`config.mk`:
```
export PLATFORM = sky130hd
export DESIGN_NAME = retstack_spill
export DESIGN_NICKNAME = d
export VERILOG_FILES = /design/src/rtl/retstack_pkg.sv /design/src/rtl/retstack_lifo.sv /design/src/rtl/retstack_mem_fsm.sv /design/src/rtl/retstack_spill.sv
export SDC_FILE = /design/constraint.sdc
export NUM_CORES = 1
export LEC_CHECK = 0
export ABC_AREA = 1
export BUFFER_PORTS_ARGS = -buffer_cell sky130_fd_sc_hd__buf_2
export CAP_MARGIN = 20
export CORE_ASPECT_RATIO = 1.2
export CORE_MARGIN = 4
export CORE_UTILIZATION = 55
export CTS_CLUSTER_DIAMETER = 150
export DETAILED_ROUTE_END_ITERATION = 16
export MAX_ROUTING_LAYER = met4
export PLACE_DENSITY = 0.84
export SYNTH_ARGS = -nofsm -noshare
export SYNTH_HDL_FRONTEND = slang
export SYNTH_HIERARCHICAL = 1
export SYNTH_SLANG_ARGS = --single-unit
```
`constraint.sdc`:
```
create_clock -name clk -period 8.8 [get_ports clk]
set_clock_uncertainty 0.1 [all_clocks]
set_input_delay 1.76 -clock clk [delete_from_list [all_inputs] [get_ports clk]]
set_output_delay 1.76 -clock clk [all_outputs]
set_load 0.05 [all_outputs]
```
`src/rtl/retstack_pkg.sv`:
```
package retstack_pkg;

  typedef enum logic [2:0] {
    LOP_NONE,
    LOP_PUSH,
    LOP_POP,
    LOP_SPILL_PUSH,
    LOP_FILL_POP
  } lifo_op_e;

  typedef enum logic [1:0] {
    MS_IDLE,
    MS_SPILL,
    MS_FILL
  } mem_state_e;

endpackage

```
`src/rtl/retstack_lifo.sv`:
```
module retstack_lifo
  import retstack_pkg::*;
#(
  parameter int AW    = 32,
  parameter int DEPTH = 4,
  parameter int QE    = 4
) (
  input  logic             clk,
  input  logic             rst,
  input  lifo_op_e         op,
  input  logic [AW-1:0]    push_val,
  input  logic [QE*AW-1:0] fill_quad,
  output logic [AW-1:0]    top_val,
  output logic [QE*AW-1:0] spill_quad,
  output logic             full,
  output logic             empty
);

  localparam int CW = $clog2(DEPTH + 1);
  localparam int IW = (DEPTH > 1) ? $clog2(DEPTH) : 1;

  logic [AW-1:0] ent [DEPTH];
  logic [CW-1:0] count;
  logic [IW-1:0] wr_idx;
  logic [IW-1:0] top_idx;

  assign wr_idx  = count[IW-1:0];
  assign top_idx = IW'(count - 1'b1);
  assign full    = (count == CW'(DEPTH));
  assign empty   = (count == '0);
  assign top_val = ent[top_idx];

  always_comb begin
    for (int i = 0; i < QE; i++) begin
      spill_quad[i*AW +: AW] = ent[i];
    end
  end

  // occupancy
  always_ff @(posedge clk) begin
    if (rst) begin
      count <= '0;
    end else begin
      case (op)
        LOP_PUSH:       count <= count + 1'b1;
        LOP_POP:        count <= count - 1'b1;
        LOP_SPILL_PUSH: count <= CW'(DEPTH - QE + 1);
        LOP_FILL_POP:   count <= CW'(QE - 1);
        default:        count <= count;
      endcase
    end
  end

  // entry storage, no reset needed: occupancy guards every read
  always_ff @(posedge clk) begin
    case (op)
      LOP_PUSH: ent[wr_idx] <= push_val;
      LOP_SPILL_PUSH: begin
        for (int i = 0; i < DEPTH - QE; i++) begin
          ent[i] <= ent[i + QE];
        end
        ent[DEPTH - QE] <= push_val;
      end
      LOP_FILL_POP: begin
        for (int i = 0; i < QE; i++) begin
          ent[i] <= fill_quad[i*AW +: AW];
        end
      end
      default: ;
    endcase
  end

endmodule

```
`src/rtl/retstack_mem_fsm.sv`:
```
module retstack_mem_fsm
  import retstack_pkg::*;
#(
  parameter int          QW     = 128,
  parameter int          PW     = 32,
  parameter int          QBYTES = 16,
  parameter logic [PW-1:0] BASE = '0
) (
  input  logic          clk,
  input  logic          rst,
  input  logic          start_spill,
  input  logic          start_fill,
  input  logic [QW-1:0] spill_data,
  input  logic          ptr_ld,
  input  logic [PW-1:0] ptr_ld_val,
  input  logic          mem_ack,
  output logic          mem_req,
  output logic          mem_we,
  output logic [PW-1:0] mem_addr,
  output logic [QW-1:0] mem_wdata,
  output logic          busy,
  output logic          spill_done,
  output logic          fill_done,
  output logic [PW-1:0] ptr_value
);

  mem_state_e    state;
  logic [PW-1:0] ptr_q;

  assign busy       = (state != MS_IDLE);
  assign spill_done = (state == MS_SPILL) && mem_ack;
  assign fill_done  = (state == MS_FILL) && mem_ack;
  assign ptr_value  = ptr_q;

  always_ff @(posedge clk) begin
    if (rst) begin
      state     <= MS_IDLE;
      mem_req   <= 1'b0;
      mem_we    <= 1'b0;
      mem_addr  <= '0;
      mem_wdata <= '0;
      ptr_q     <= BASE;
    end else begin
      case (state)
        MS_IDLE: begin
          if (start_spill) begin
            state     <= MS_SPILL;
            mem_req   <= 1'b1;
            mem_we    <= 1'b1;
            mem_addr  <= ptr_q;
            mem_wdata <= spill_data;
          end else if (start_fill) begin
            state    <= MS_FILL;
            mem_req  <= 1'b1;
            mem_we   <= 1'b0;
            mem_addr <= ptr_q - PW'(QBYTES);
          end else if (ptr_ld) begin
            ptr_q <= ptr_ld_val;
          end
        end
        MS_SPILL: begin
          if (mem_ack) begin
            state   <= MS_IDLE;
            mem_req <= 1'b0;
            mem_we  <= 1'b0;
            ptr_q   <= ptr_q + PW'(QBYTES);
          end
        end
        MS_FILL: begin
          if (mem_ack) begin
            state   <= MS_IDLE;
            mem_req <= 1'b0;
            ptr_q   <= ptr_q - PW'(QBYTES);
          end
        end
        default: state <= MS_IDLE;
      endcase
    end
  end

endmodule

```
`src/rtl/retstack_spill.sv`:
```
module retstack_spill
  import retstack_pkg::*;
#(
  parameter int            AW    = 32,
  parameter int            QW    = 128,
  parameter int            DEPTH = 4,
  parameter int            PW    = 32,
  parameter logic [PW-1:0] BASE  = 32'h0000_0100
) (
  input  logic          clk,
  input  logic          rst,
  input  logic          push_req,
  input  logic          pop_req,
  input  logic          use_link,
  input  logic [AW-1:0] push_addr,
  output logic [AW-1:0] pop_addr,
  output logic          pop_valid,
  output logic          collide_err,
  output logic          busy,
  input  logic          ptr_load,
  input  logic [PW-1:0] ptr_load_val,
  output logic [PW-1:0] ptr_value,
  output logic          mem_req,
  output logic          mem_we,
  output logic [PW-1:0] mem_addr,
  output logic [QW-1:0] mem_wdata,
  input  logic [QW-1:0] mem_rdata,
  input  logic          mem_ack
);

  localparam int QE     = QW / AW;
  localparam int QBYTES = QW / 8;

  lifo_op_e      lop;
  logic          st_full, st_empty;
  logic [AW-1:0] st_top;
  logic [QW-1:0] st_quad;
  logic          spill_done, fill_done;
  logic          free, take_pop, take_push, take_ld;
  logic          stk_pop, stk_push, go_spill, go_fill;
  logic [AW-1:0] pend_q;
  logic [AW-1:0] link_q;
  logic [AW-1:0] lifo_in;

  // request acceptance: pointer load blocks stack traffic, pop beats push
  assign free      = !busy;
  assign take_ld   = free && ptr_load;
  assign take_pop  = free && pop_req && !ptr_load;
  assign take_push = free && push_req && !pop_req && !ptr_load;
  assign stk_pop   = take_pop && !use_link;
  assign stk_push  = take_push && !use_link;
  assign go_fill   = stk_pop && st_empty;
  assign go_spill  = stk_push && st_full;
  assign lifo_in   = spill_done ? pend_q : push_addr;

  always_comb begin
    if (spill_done)                lop = LOP_SPILL_PUSH;
    else if (fill_done)            lop = LOP_FILL_POP;
    else if (stk_push && !st_full) lop = LOP_PUSH;
    else if (stk_pop && !st_empty) lop = LOP_POP;
    else                           lop = LOP_NONE;
  end

  retstack_lifo #(
    .AW(AW), .DEPTH(DEPTH), .QE(QE)
  ) i_lifo (
    .clk(clk), .rst(rst), .op(lop), .push_val(lifo_in),
    .fill_quad(mem_rdata), .top_val(st_top), .spill_quad(st_quad),
    .full(st_full), .empty(st_empty)
  );

  retstack_mem_fsm #(
    .QW(QW), .PW(PW), .QBYTES(QBYTES), .BASE(BASE)
  ) i_mem (
    .clk(clk), .rst(rst), .start_spill(go_spill), .start_fill(go_fill),
    .spill_data(st_quad), .ptr_ld(take_ld), .ptr_ld_val(ptr_load_val),
    .mem_ack(mem_ack), .mem_req(mem_req), .mem_we(mem_we),
    .mem_addr(mem_addr), .mem_wdata(mem_wdata), .busy(busy),
    .spill_done(spill_done), .fill_done(fill_done), .ptr_value(ptr_value)
  );

  // pending push address waits out the spill
  always_ff @(posedge clk) begin
    if (rst)           pend_q <= '0;
    else if (go_spill) pend_q <= push_addr;
  end

  // registered results and link target
  always_ff @(posedge clk) begin
    if (rst) begin
      pop_addr    <= '0;
      pop_valid   <= 1'b0;
      collide_err <= 1'b0;
      link_q      <= '0;
    end else begin
      pop_valid   <= 1'b0;
      collide_err <= free && push_req && pop_req && !ptr_load;
      if (take_pop && use_link) begin
        pop_addr  <= link_q;
        pop_valid <= 1'b1;
      end else if (stk_pop && !st_empty) begin
        pop_addr  <= st_top;
        pop_valid <= 1'b1;
      end
      if (fill_done) begin
        pop_addr  <= mem_rdata[QW-1 -: AW];
        pop_valid <= 1'b1;
      end
      if (take_push && use_link) begin
        link_q <= push_addr;
      end
    end
  end

endmodule

```
==> run_results.csv, run 1 <==
group,metric,value,unit
critical_path,arrival,5.60,ns
floorplanning,initial_core_util,55.54,%
floorplanning,ioPinCount,428,
clocking,clk_pin_slew_worst_paths,0.06,ns
drt,drcViolationCount,0,
clocking,htree_levels,2,
outcome,status,"finished, final reports clean",
critical_path,crit_chain,"buf_2, nand2_1, inv_1, buf_16, o31ai_1, nor2_1, nand2_2, clkinv_2, buf_4, nand2_1, nand2_1",
clocking,cts.path.max_buffers,3,
finish,drive_gt1_share,17.83,%
floorplanning,die_w,184.0,um
timing,worstMarginPinSlew,1.121,ns
logic_synthesis,yosysSeqAreaShare,47.89,%
logic_synthesis,synth-seq-cells,425,
power,p_total,0.007556,W
logic_synthesis,synthDistinctLibCells,41,
grt,grt_overflow,0,
floorplanning,core-area,36800,sq um
clocking,cts_tree,"done",
power,leakage,10.70,nW
timing,max_freq,185.0,MHz
critical_path,critPathLaunchType,"primary input",
finish,final_core_util,64.98,%
timing,finalHoldViolCount,0,
drt,dr.pass1.iters,6,
logic_synthesis,synth_async_sr_flop_share,0,%
clocking,cts.sink_count,425,
logic_synthesis,synth-main-ff-cell,"dfxtp_1",
clocking,root_buffer,"clkbuf_16",
critical_path,cp_max_fo,85,
grt,grt_pass1_wl,112700,um
drt,num_vias,20763,
finish,stdcell_area,23910,sq um
clocking,worstSkewPairLatency,0.56,ns
critical_path,critPathBufInv,5,
critical_path,crit_type,"primary input to flip-flop",
floorplanning,dieArea,40330,sq um
drt,wl,76240,um
clocking,cts_setup_buffers,0,
place,gp_congestion,1.043,
floorplanning,core.rowCount,77,
logic_synthesis,netlist_instances,2838,
grt,grt_start_max_net_pins,131,
timing,setup_tns,0,ns
clocking,cts_made_buffers,43,
drt,final_antenna_net_count,0,
grt,antenna_found_initial,3,
timing,period_share,61.42,%
logic_synthesis,synth_edf_count,128,
grt,grtUsageTotal,37.04,%
critical_path,path_delay_family,"buffers and inverters",
critical_path,cpMaxStageDelayCell,"clkinv_2",
place,hpwl,55890,um
power,power_density,316.0,nW/um^2
critical_path,max_stage_delay,0.74,ns
timing,fin_crit,5.405,ns
critical_path,worstPathRequired,9.00,ns
clocking,cts_resized,0,
logic_synthesis,syn_area,20440,sq um
logic_synthesis,yosysWarnings,6,
place,placed_cell_area,22490,sq um
timing,slew_headroom,25.27,%
critical_path,critPathCaptureType,"flip-flop",
place,place_ws,2.713,ns
power,vdd_drop_max,0.2046,mV
logic_synthesis,synth_nets,3046,
drt,wire_per_inst,20.85,um
drt,first_iter_violations,2319,
flow_run,cap_violations,0,
timing,slew_violations,0,
timing,finalSetupViolations,0,
finish,layout.nets,3356,
clocking,hold_buffers,0,
logic_synthesis,syn_avg_cell_area,7.203,sq um
finish,area_growth,16.99,%
timing,rsz0062_at_grt,"no",
place,io_buffers,427,
critical_path,cpMostUsedCell,"nand2_1",
grt,first_global_vias,19020,
hold_path,min_path_type,"flip-flop to flip-flop",
timing,fin_ws,3.395,ns
floorplanning,die_height,219.2,um
drt,avgViaCountPerCell,5.678,
[where the power goes]
part / switching (W) / total (W) / internal [W]
sequential: 0.000323 / 0.00267 / 0.00235
clock: 0.000768 / 0.00180 / 0.00103
combinational: 0.00228 / 0.00308 / 0.000797
[stage by stage]
step                      std cells  hold WS [ns]
after global placement         3575        0.3326
after CTS                      3652        0.3471
after global routing           3657        0.3655
after floorplan                2838        0.3240
final                          3657        0.3469
after detailed placement       3575        0.3380
[worst paths after layout]
check                                     from               end  slack (ns)  cells after the start
worst max-delay path                   mem_ack  i_lifo/ent[2][6]        3.39                     11
worst max register to register  i_mem/state[1]  i_lifo/ent[2][6]        3.99                     12
worst min register to register       pend_q[8]         pend_q[8]        0.35                      2
worst min-delay path                 pend_q[8]         pend_q[8]        0.35                      2
[worst min-delay path, cell delays in order (launching register included)]
cell and delay (ns):
dfxtp_1 0.30, inv_1 0.05, a21oi_1 0.05
[flip-flops by register name, indices dropped and copies added (netlist names)]
| register | flops |
|---|---|
| pend_q | 32 |
| i_lifo/count | 3 |
| i_mem/mem_wdata | 128 |
| i_mem/mem_we | 1 |
| i_mem/state | 2 |
| i_mem/mem_req | 1 |
| i_mem/mem_addr | 32 |
| pop_valid | 1 |
| collide_err | 1 |
| i_lifo/ent | 128 |
| i_mem/ptr_value | 32 |
| link_q | 32 |
| pop_addr | 32 |
[placed cells by master, fill, tap and decap left out, drive strengths merged, types with 9 or more instances in the layout]
cell type,synthesis,final
a21oi,158,158
clkbuf,102,64
xor2,14,14
edfxtp,128,128
o21ai,347,347
nor2,589,589
inv,177,178
dfxtp,297,297
nand2,741,741
clkinv,2,11
nand3,82,82
o211ai,14,14
nand4,14,14
nand3b,32,32
buf,85,452
o22ai,32,32
ha,9,9
[cell usage after synthesis (6+ instances only)]
master	n	area share, %
nor2_2	8	0.24
nor2_4	6	0.33
dfxtp_1	297	29
buf_4	19	0.70
o22ai_1	32	0.98
buf_2	51	1.2
clkbuf_1	99	1.8
nand3b_1	32	1.2
nand3_1	79	1.9
o21ai_1	12	0.29
ha_1	9	0.55
o211ai_1	13	0.48
buf_6	9	0.50
nand2_1	731	13
xor2_1	14	0.60
buf_1	6	0.11
inv_2	7	0.13
nand4_1	14	0.43
edfxtp_1	128	19
nor2_1	575	11
inv_1	170	3.1
o21ai_0	334	8.2
nand2_2	9	0.28
a21oi_1	155	3.8
[layout make-up]
class                           count  area (sq um)
Sequential cell                   425          9791
Multi-Input combinational cell   2047          9115
Clock inverter                     13         130.1
Fill cell                        3249         12890
Tap cell                          474         593.1
Timing Repair Buffer              452          2365
Inverter                          179         676.9
Clock buffer                       64          1235
Antenna cell                        3         7.507
[routing by layer]
layer / up-vias / routed length [um] / global-route usage, %
met4: 0 / 4304 / 17.78
li1: 9763 / - / -
met3: 197 / 7652 / 6.018
met2: 1201 / 34960 / 57.55
met1: 9602 / 29320 / 47.44
met5: - / 0 / -
[kinds of logic (layout without fill, tap and decap cells)]
logic type | after synthesis | in the layout | synth area share [%]
simple gates | 1467 | 1467 | 29.00
xor+xnor | 15 | 15 | 0.6427
fa+ha+maj | 9 | 9 | 0.5509
buf+inv | 366 | 708 | 7.731
flops | 425 | 425 | 47.89
compound gates | 556 | 556 | 14.19
other cells | 0 | 3 | 0
Note: power is estimated with default switching activity, not from simulation.
==> run 2, diff against run 1 <==
--- a/config.mk
+++ b/config.mk
@@ -5,16 +5,16 @@
 export SDC_FILE = /design/constraint.sdc
 export NUM_CORES = 1
 export LEC_CHECK = 0
-export ABC_AREA = 1
+export ABC_AREA = 0
 export BUFFER_PORTS_ARGS = -buffer_cell sky130_fd_sc_hd__buf_2
 export CAP_MARGIN = 20
 export CORE_ASPECT_RATIO = 1.2
 export CORE_MARGIN = 4
-export CORE_UTILIZATION = 55
+export CORE_UTILIZATION = 50
 export CTS_CLUSTER_DIAMETER = 150
 export DETAILED_ROUTE_END_ITERATION = 16
 export MAX_ROUTING_LAYER = met4
-export PLACE_DENSITY = 0.84
+export PLACE_DENSITY = 0.81
 export SYNTH_ARGS = -nofsm -noshare
 export SYNTH_HDL_FRONTEND = slang
 export SYNTH_HIERARCHICAL = 1
==> constraint.sdc (replaced) <==
create_clock -name clk -period 4.6 [get_ports clk]
set_clock_uncertainty 0.1 [all_clocks]
set_input_delay 0.92 -clock clk [delete_from_list [all_inputs] [get_ports clk]]
set_output_delay 0.92 -clock clk [all_outputs]
set_load 0.05 [all_outputs]
==> run 2 against run 1 <==
Final cell count is 16% lower. Sequential power rose by 55%. Hold slack improved by 0.0042 ns. Clock power up 100%. Sequential share of layout area shrank 1.2 points. Non-clock buffer count rose by 8. Core utilization down 4.9 points. Synthesized cell count shrank 24%. Critical path type is now flip-flop to flip-flop. Critical endpoint is now i_lifo/ent[3][31].
==> run_results.csv, run 2 <==
group,metric,value,unit
outcome,status,"finished, final reports clean",
drt,num_vias,18463,
drt,avgViaCountPerCell,6.008,
power,leakage,9.721,nW
power,power_density,373.7,nW/um^2
hold_path,hp-start,"i_mem/mem_wdata[116]",
critical_path,critPathCaptureType,"flip-flop",
finish,final_cell_mix,"nand2_1, buf_2, dfxtp_1",
clocking,htree_levels,2,
finish,drive_gt1_share,29.59,%
finish,multi_input_area,10100,sq um
logic_synthesis,yosys.area.top_type,"dfxtp_1",
floorplanning,initial_core_util,50.98,%
critical_path,reg2reg_from,"i_mem/state[1]",
logic_synthesis,synth_async_sr_flop_share,0,%
critical_path,worstPathRequired,4.80,ns
clocking,cts.sink_count,425,
logic_synthesis,syn_avg_cell_area,9.727,sq um
place,gp_congestion,0.9386,
flow_run,cap_violations,0,
logic_synthesis,synth-main-ff-cell,"dfxtp_1",
grt,grt_start_max_net_pins,161,
logic_synthesis,netlist_instances,2151,
timing,slew_headroom,26.14,%
logic_synthesis,ys_top_cells_by_count,"nand2_1, dfxtp_1, a21oi_1",
timing,finalHoldViolCount,0,
clocking,cts_made_buffers,43,
grt,grt_overflow,0,
critical_path,crit_type,"flip-flop to flip-flop",
grt,antenna_found_initial,28,
timing,worstMarginPinSlew,1.108,ns
floorplanning,die_w,194.7,um
critical_path,r2r_slack,0.78,ns
timing,period_share,82.95,%
clocking,worstSkewPairLatency,0.55,ns
logic_synthesis,synth-seq-cells,425,
clocking,cts_resized,0,
clocking,hold_buffers,0,
critical_path,cp_max_fo,160,
logic_synthesis,syn_area,20920,sq um
clocking,cts_setup_buffers,0,
grt,first_global_vias,18605,
drt,first_iter_violations,1654,
grt,grt_pass1_wl,104900,um
clocking,root_buffer,"clkbuf_16",
logic_synthesis,synth_edf_count,128,
logic_synthesis,synth_top_cell_area_share,28.42,%
critical_path,critPathLaunchType,"flip-flop",
logic_synthesis,synth_nets,2359,
finish,final_core_util,60.04,%
critical_path,arrival,4.01,ns
logic_synthesis,synth_most_common_cell,"nand2_1",
clocking,clk_pin_slew_worst_paths,0.06,ns
logic_synthesis,yosysWarnings,6,
logic_synthesis,synthDistinctLibCells,95,
power,vdd_drop_max,0.3387,mV
clocking,cts_tree,"done",
hold_path,hold_end,"i_mem/mem_wdata[116]",
finish,area_growth,17.78,%
finish,n_fill_cell,3445,
timing,setup_tns,0,ns
timing,rsz0062_at_grt,"no",
timing,slew_violations,0,
grt,grtUsageTotal,29.77,%
drt,drcViolationCount,0,
finish,layout.nets,2674,
drt,wl,69050,um
timing,finalSetupViolations,0,
drt,wire_per_inst,22.47,um
timing,max_freq,262.1,MHz
logic_synthesis,synthTopCellsByArea,"dfxtp_1, edfxtp_1, nand2_1",
place,io_buffers,427,
critical_path,r2r_cells,8,
floorplanning,die_height,232.1,um
hold_path,min_path_type,"flip-flop to flip-flop",
floorplanning,core.rowCount,81,
critical_path,r2r-end,"i_lifo/ent[3][31]",
place,hpwl,47920,um
clocking,cts.path.max_buffers,3,
finish,seq_area,9791,sq um
finish,layout_commonest_cell,"nand2_1",
power,p_total,0.009211,W
drt,dr.pass1.iters,6,
finish,reg_top3,"i_lifo/ent x128, i_mem/mem_wdata x128",
drt,final_antenna_net_count,0,
floorplanning,dieArea,45200,sq um
hold_path,whs_path_depth,2,
floorplanning,core-area,41050,sq um
floorplanning,ioPinCount,428,
timing,fin_crit,3.816,ns
logic_synthesis,yosysSeqAreaShare,46.79,%
==> run 2: cell types whose count changed after synthesis, moves of 30 or more <==
| cell | previous run | this run |
|---|---|---|
| a21oi_1 | 155 | 225 |
| o41ai_2 | 0 | 30 |
| a211oi_2 | 0 | 39 |
| nor2b_1 | 0 | 92 |
| mux2_2 | 0 | 32 |
| o22ai_1 | 32 | 0 |
| nand3_1 | 79 | 20 |
| nand2_1 | 731 | 445 |
| mux4_2 | 0 | 32 |
| nor2_1 | 575 | 75 |
| o21ai_0 | 334 | 29 |
| a211oi_1 | 0 | 31 |
| a21o_1 | 0 | 131 |
| inv_1 | 170 | 24 |
==> run 2: final cells by class <==
| type | count | share of cell area [%] |
|---|---|---|
| multi-input combinational | 1511 | 40.97 |
| timing repair buffer | 460 | 9.971 |
| clock inverter | 25 | 1.041 |
| antenna | 33 | 0.3351 |
| sequential | 425 | 39.73 |
| inverter | 25 | 0.3808 |
| clock buffer | 55 | 4.843 |
| tap | 539 | 2.736 |
==> run 2: worst max-delay path by stage <==
stage | cells after the start | to | startpoint | slack (ns)
3_5_place_dp | 7 | i_lifo/ent[2][8] | mem_ack | 0.85
6_report | 8 | i_lifo/ent[3][31] | i_mem/state[1] | 0.78
5_1_grt | 9 | i_lifo/ent[2][19] | i_mem/state[1] | 0.66
3_3_place_gp | 7 | i_lifo/ent[2][8] | mem_ack | 0.91
4_1_cts | 9 | i_lifo/ent[3][20] | i_mem/state[1] | 0.89
2_1_floorplan | 9 | i_lifo/ent[1][0] | mem_ack | 0.14
==> run 2: worst max-delay path: stages, from the launching register on <==
cell	delay, ns
dfxtp_1	0.39
inv_1	0.08
ha_1	0.52
and2_2	0.38
nor2b_1	0.55
nor3b_4	0.35
buf_12	0.45
nor2b_1	0.26
a21o_1	0.23
==> run 2: logic make-up after synthesis <==
kind of cell / count (synthesis) / synth area share, %
compound gates: 591 / 20.70
xor+xnor: 35 / 1.465
fa+ha+maj: 9 / 0.5382
buf+inv: 215 / 5.394
flops: 425 / 46.79
mux: 66 / 5.262
simple gates: 810 / 19.86
==> run 2: report_power, final <==
group | total (W) | switching, W | internal (W)
Sequential | 0.00415 | 0.000162 | 0.00399
Clock | 0.00361 | 0.00153 | 0.00208
Combinational | 0.00145 | 0.000949 | 0.000503
Total | 0.00921 | 0.00264 | 0.00657
==> run 2: per-stage QoR <==
step / setup WS, ns / std cells / hold slack (ns) / area [sq um]
6_report: 0.7843 / 3073 / 0.3512 / 24640
5_1_grt: 0.6623 / 3068 / 0.3683 / 24630
4_1_cts: 0.8859 / 3040 / 0.3515 / 24560
3_5_place_dp: 0.8494 / 2960 / 0.3428 / 23110
3_3_place_gp: 0.9147 / 2960 / 0.3387 / 23110
2_1_floorplan: 0.1410 / 2151 / 0.3329 / 20920
==> run 2: per-layer routing <==
layer | vias up | GRT usage, % | wire [um]
met3 | 198 | 6.661 | 6369
met1 | 8926 | 34.34 | 25760
met2 | 980 | 49.49 | 33620
met4 | 0 | 14.32 | 3307
li1 | 8359 | - | -
met5 | - | - | 0
==> run 3, diff against run 2 <==
==> constraint.sdc (replaced) <==
create_clock -name clk -period 3.4 [get_ports clk]
set_clock_uncertainty 0.1 [all_clocks]
set_input_delay 0.68 -clock clk [delete_from_list [all_inputs] [get_ports clk]]
set_output_delay 0.68 -clock clk [all_outputs]
set_load 0.05 [all_outputs]
==> run 3 against run 2 <==
Final area grew 1.4%. Core utilization grew 0.84 points. Die area is the same. Sequential cell count is the same. Routed wire length shrank 1.2%. Global-route usage shrank 0.30 points. Sequential share of layout area shrank 0.55 points. Count of clock-buffer cells in the layout is the same. Sequential power grew 35%. Register-to-register slack lost 0.44 ns. Final cell count grew 0.46%. Critical path depth grew 3. Critical path type unchanged.
==> run_results.csv, run 3 (synthesis results as in run 2) <==
group,metric,value,unit
place,io_buffers,427,
power,power_density,515.6,nW/um^2
drt,wire_per_inst,22.11,um
drt,wl_met1,25670,um
critical_path,arrival,3.26,ns
power,p_total,0.01288,W
drt,avgViaCountPerCell,5.911,
place,hpwl,47210,um
hold_path,whs_path_depth,3,
clocking,cts_setup_buffers,0,
drt,first_iter_violations,1551,
finish,layout_commonest_cell,"nand2_1",
finish,drive_gt1_share,30.42,%
floorplanning,dieArea,45200,sq um
clocking,cts_tree,"done",
clocking,htree_levels,2,
drt,met3_length,6033,um
clocking,cts_made_buffers,43,
finish,n_fill_cell,3389,
critical_path,cp-startpoint,"i_mem/state[1]",
timing,period_share,89.77,%
timing,finalSetupViolations,0,
grt,antenna_found_initial,24,
finish,area_growth,19.42,%
floorplanning,die_w,194.7,um
drt,final_antenna_net_count,0,
timing,slew_headroom,40.95,%
timing,rsz0062_at_grt,"no",
grt,grt_start_max_net_pins,118,
drt,highest_layer,"met4",
floorplanning,die_height,232.1,um
timing,fin_crit,3.052,ns
place,gp_congestion,0.9631,
critical_path,cp_max_fo,60,
finish,multi_input_area,10100,sq um
clocking,cts.path.max_buffers,3,
flow_run,cap_violations,0,
critical_path,r2r_cells,11,
drt,met2_length,33820,um
grt,grt_overflow,0,
critical_path,reg2reg_from,"i_mem/state[1]",
floorplanning,core-area,41050,sq um
critical_path,critPathCaptureType,"flip-flop",
critical_path,worstPathRequired,3.61,ns
finish,layout.nets,2696,
grt,grtUsageTotal,29.47,%
clocking,clk_pin_slew_worst_paths,0.07,ns
timing,worstMarginPinSlew,0.8857,ns
drt,dr.pass1.iters,6,
timing,max_freq,327.6,MHz
finish,seq_area,9791,sq um
finish,final_cell_mix,"nand2_1, buf_2, dfxtp_1",
outcome,status,"finished, final reports clean",
timing,setup_tns,0,ns
clocking,cts.sink_count,425,
power,leakage,9.925,nW
hold_path,min_path_type,"primary input to flip-flop",
clocking,cts_resized,0,
timing,slew_violations,0,
power,vdd_drop_max,0.5173,mV
clocking,root_buffer,"clkbuf_16",
floorplanning,ioPinCount,428,
drt,num_vias,18247,
critical_path,critPathLaunchType,"flip-flop",
floorplanning,initial_core_util,50.98,%
critical_path,crit_type,"flip-flop to flip-flop",
drt,wl,68250,um
timing,finalHoldViolCount,0,
hold_path,hp-start,"ptr_load_val[0]",
clocking,worstSkewPairLatency,0.55,ns
grt,first_global_vias,18353,
finish,reg_top3,"i_lifo/ent x128, i_mem/mem_wdata x128",
floorplanning,core.rowCount,81,
clocking,hold_buffers,0,
grt,grt_pass1_wl,103700,um
drt,drcViolationCount,0,
==> run 3: cell types whose count changed in the layout (fill, tap and decap cells not counted), moves of 2 or more <==
cell,change
buf_12,+4
buf_4,+18
bufinv_16,+5
clkbuf_1,-4
clkbuf_16,-2
clkbuf_8,+6
clkinv_1,-2
clkinv_2,-2
clkinvlp_4,-3
diode_2,-6
inv_6,-2
==> run 3: layer usage <==
metal | vias to the layer above | GRT usage (%)
li1 | 8394 | -
met1 | 8845 | 34.36
met2 | 853 | 49.05
met3 | 155 | 7.082
met4 | 0 | 12.48
met5 | - | -
==> run 3: report_power, final <==
part / internal (W) / switching [W]
registers: 0.00539 / 0.000195
clock network: 0.00321 / 0.00206
logic: 0.000714 / 0.00131
==> run 3: layout make-up <==
type                       count  share of cell area, %
inverter                      25                 0.3755
timing repair buffer         482                  10.70
antenna                       27                 0.2704
multi-input combinational   1511                  40.43
tap                          539                  2.699
clock inverter                23                  1.497
clock buffer                  55                  4.847
sequential                   425                  39.18
==> run 3: metrics by stage <==
step                      std cells  utilization, %  worst slack (ns)  hold slack (ns)  cell area (sq um)
after floorplan                2151               -           0.03556           0.3329              20980
after global placement         2982           56.85            0.4807           0.3385              23330
after detailed placement       2982           56.85            0.3541           0.3439              23330
after CTS                      3060           60.71            0.3844           0.2422              24920
after global routing           3084           60.86            0.1275           0.2687              24980
final                          3087           60.88            0.3478           0.2780              24990
==> run 3: final timing paths <==
| path | slack [ns] | to |
|---|---|---|
| max | 0.35 | i_lifo/ent[2][11] |
| min | 0.28 | i_mem/ptr_value[0] |
| max reg2reg | 0.35 | i_lifo/ent[2][11] |
| min reg2reg | 0.35 | i_mem/mem_wdata[127] |
==> run 3: critical path, stage by stage (launching register included) <==
cell and delay, ns:
dfxtp_1 0.41, inv_1 0.10, ha_1 0.21, inv_1 0.24
nor4b_4 0.11, nand2_1 0.08, nand2_1 0.07, buf_4 0.17
nor3b_4 0.33, buf_4 0.56, nor2b_1 0.21, a21o_1 0.21
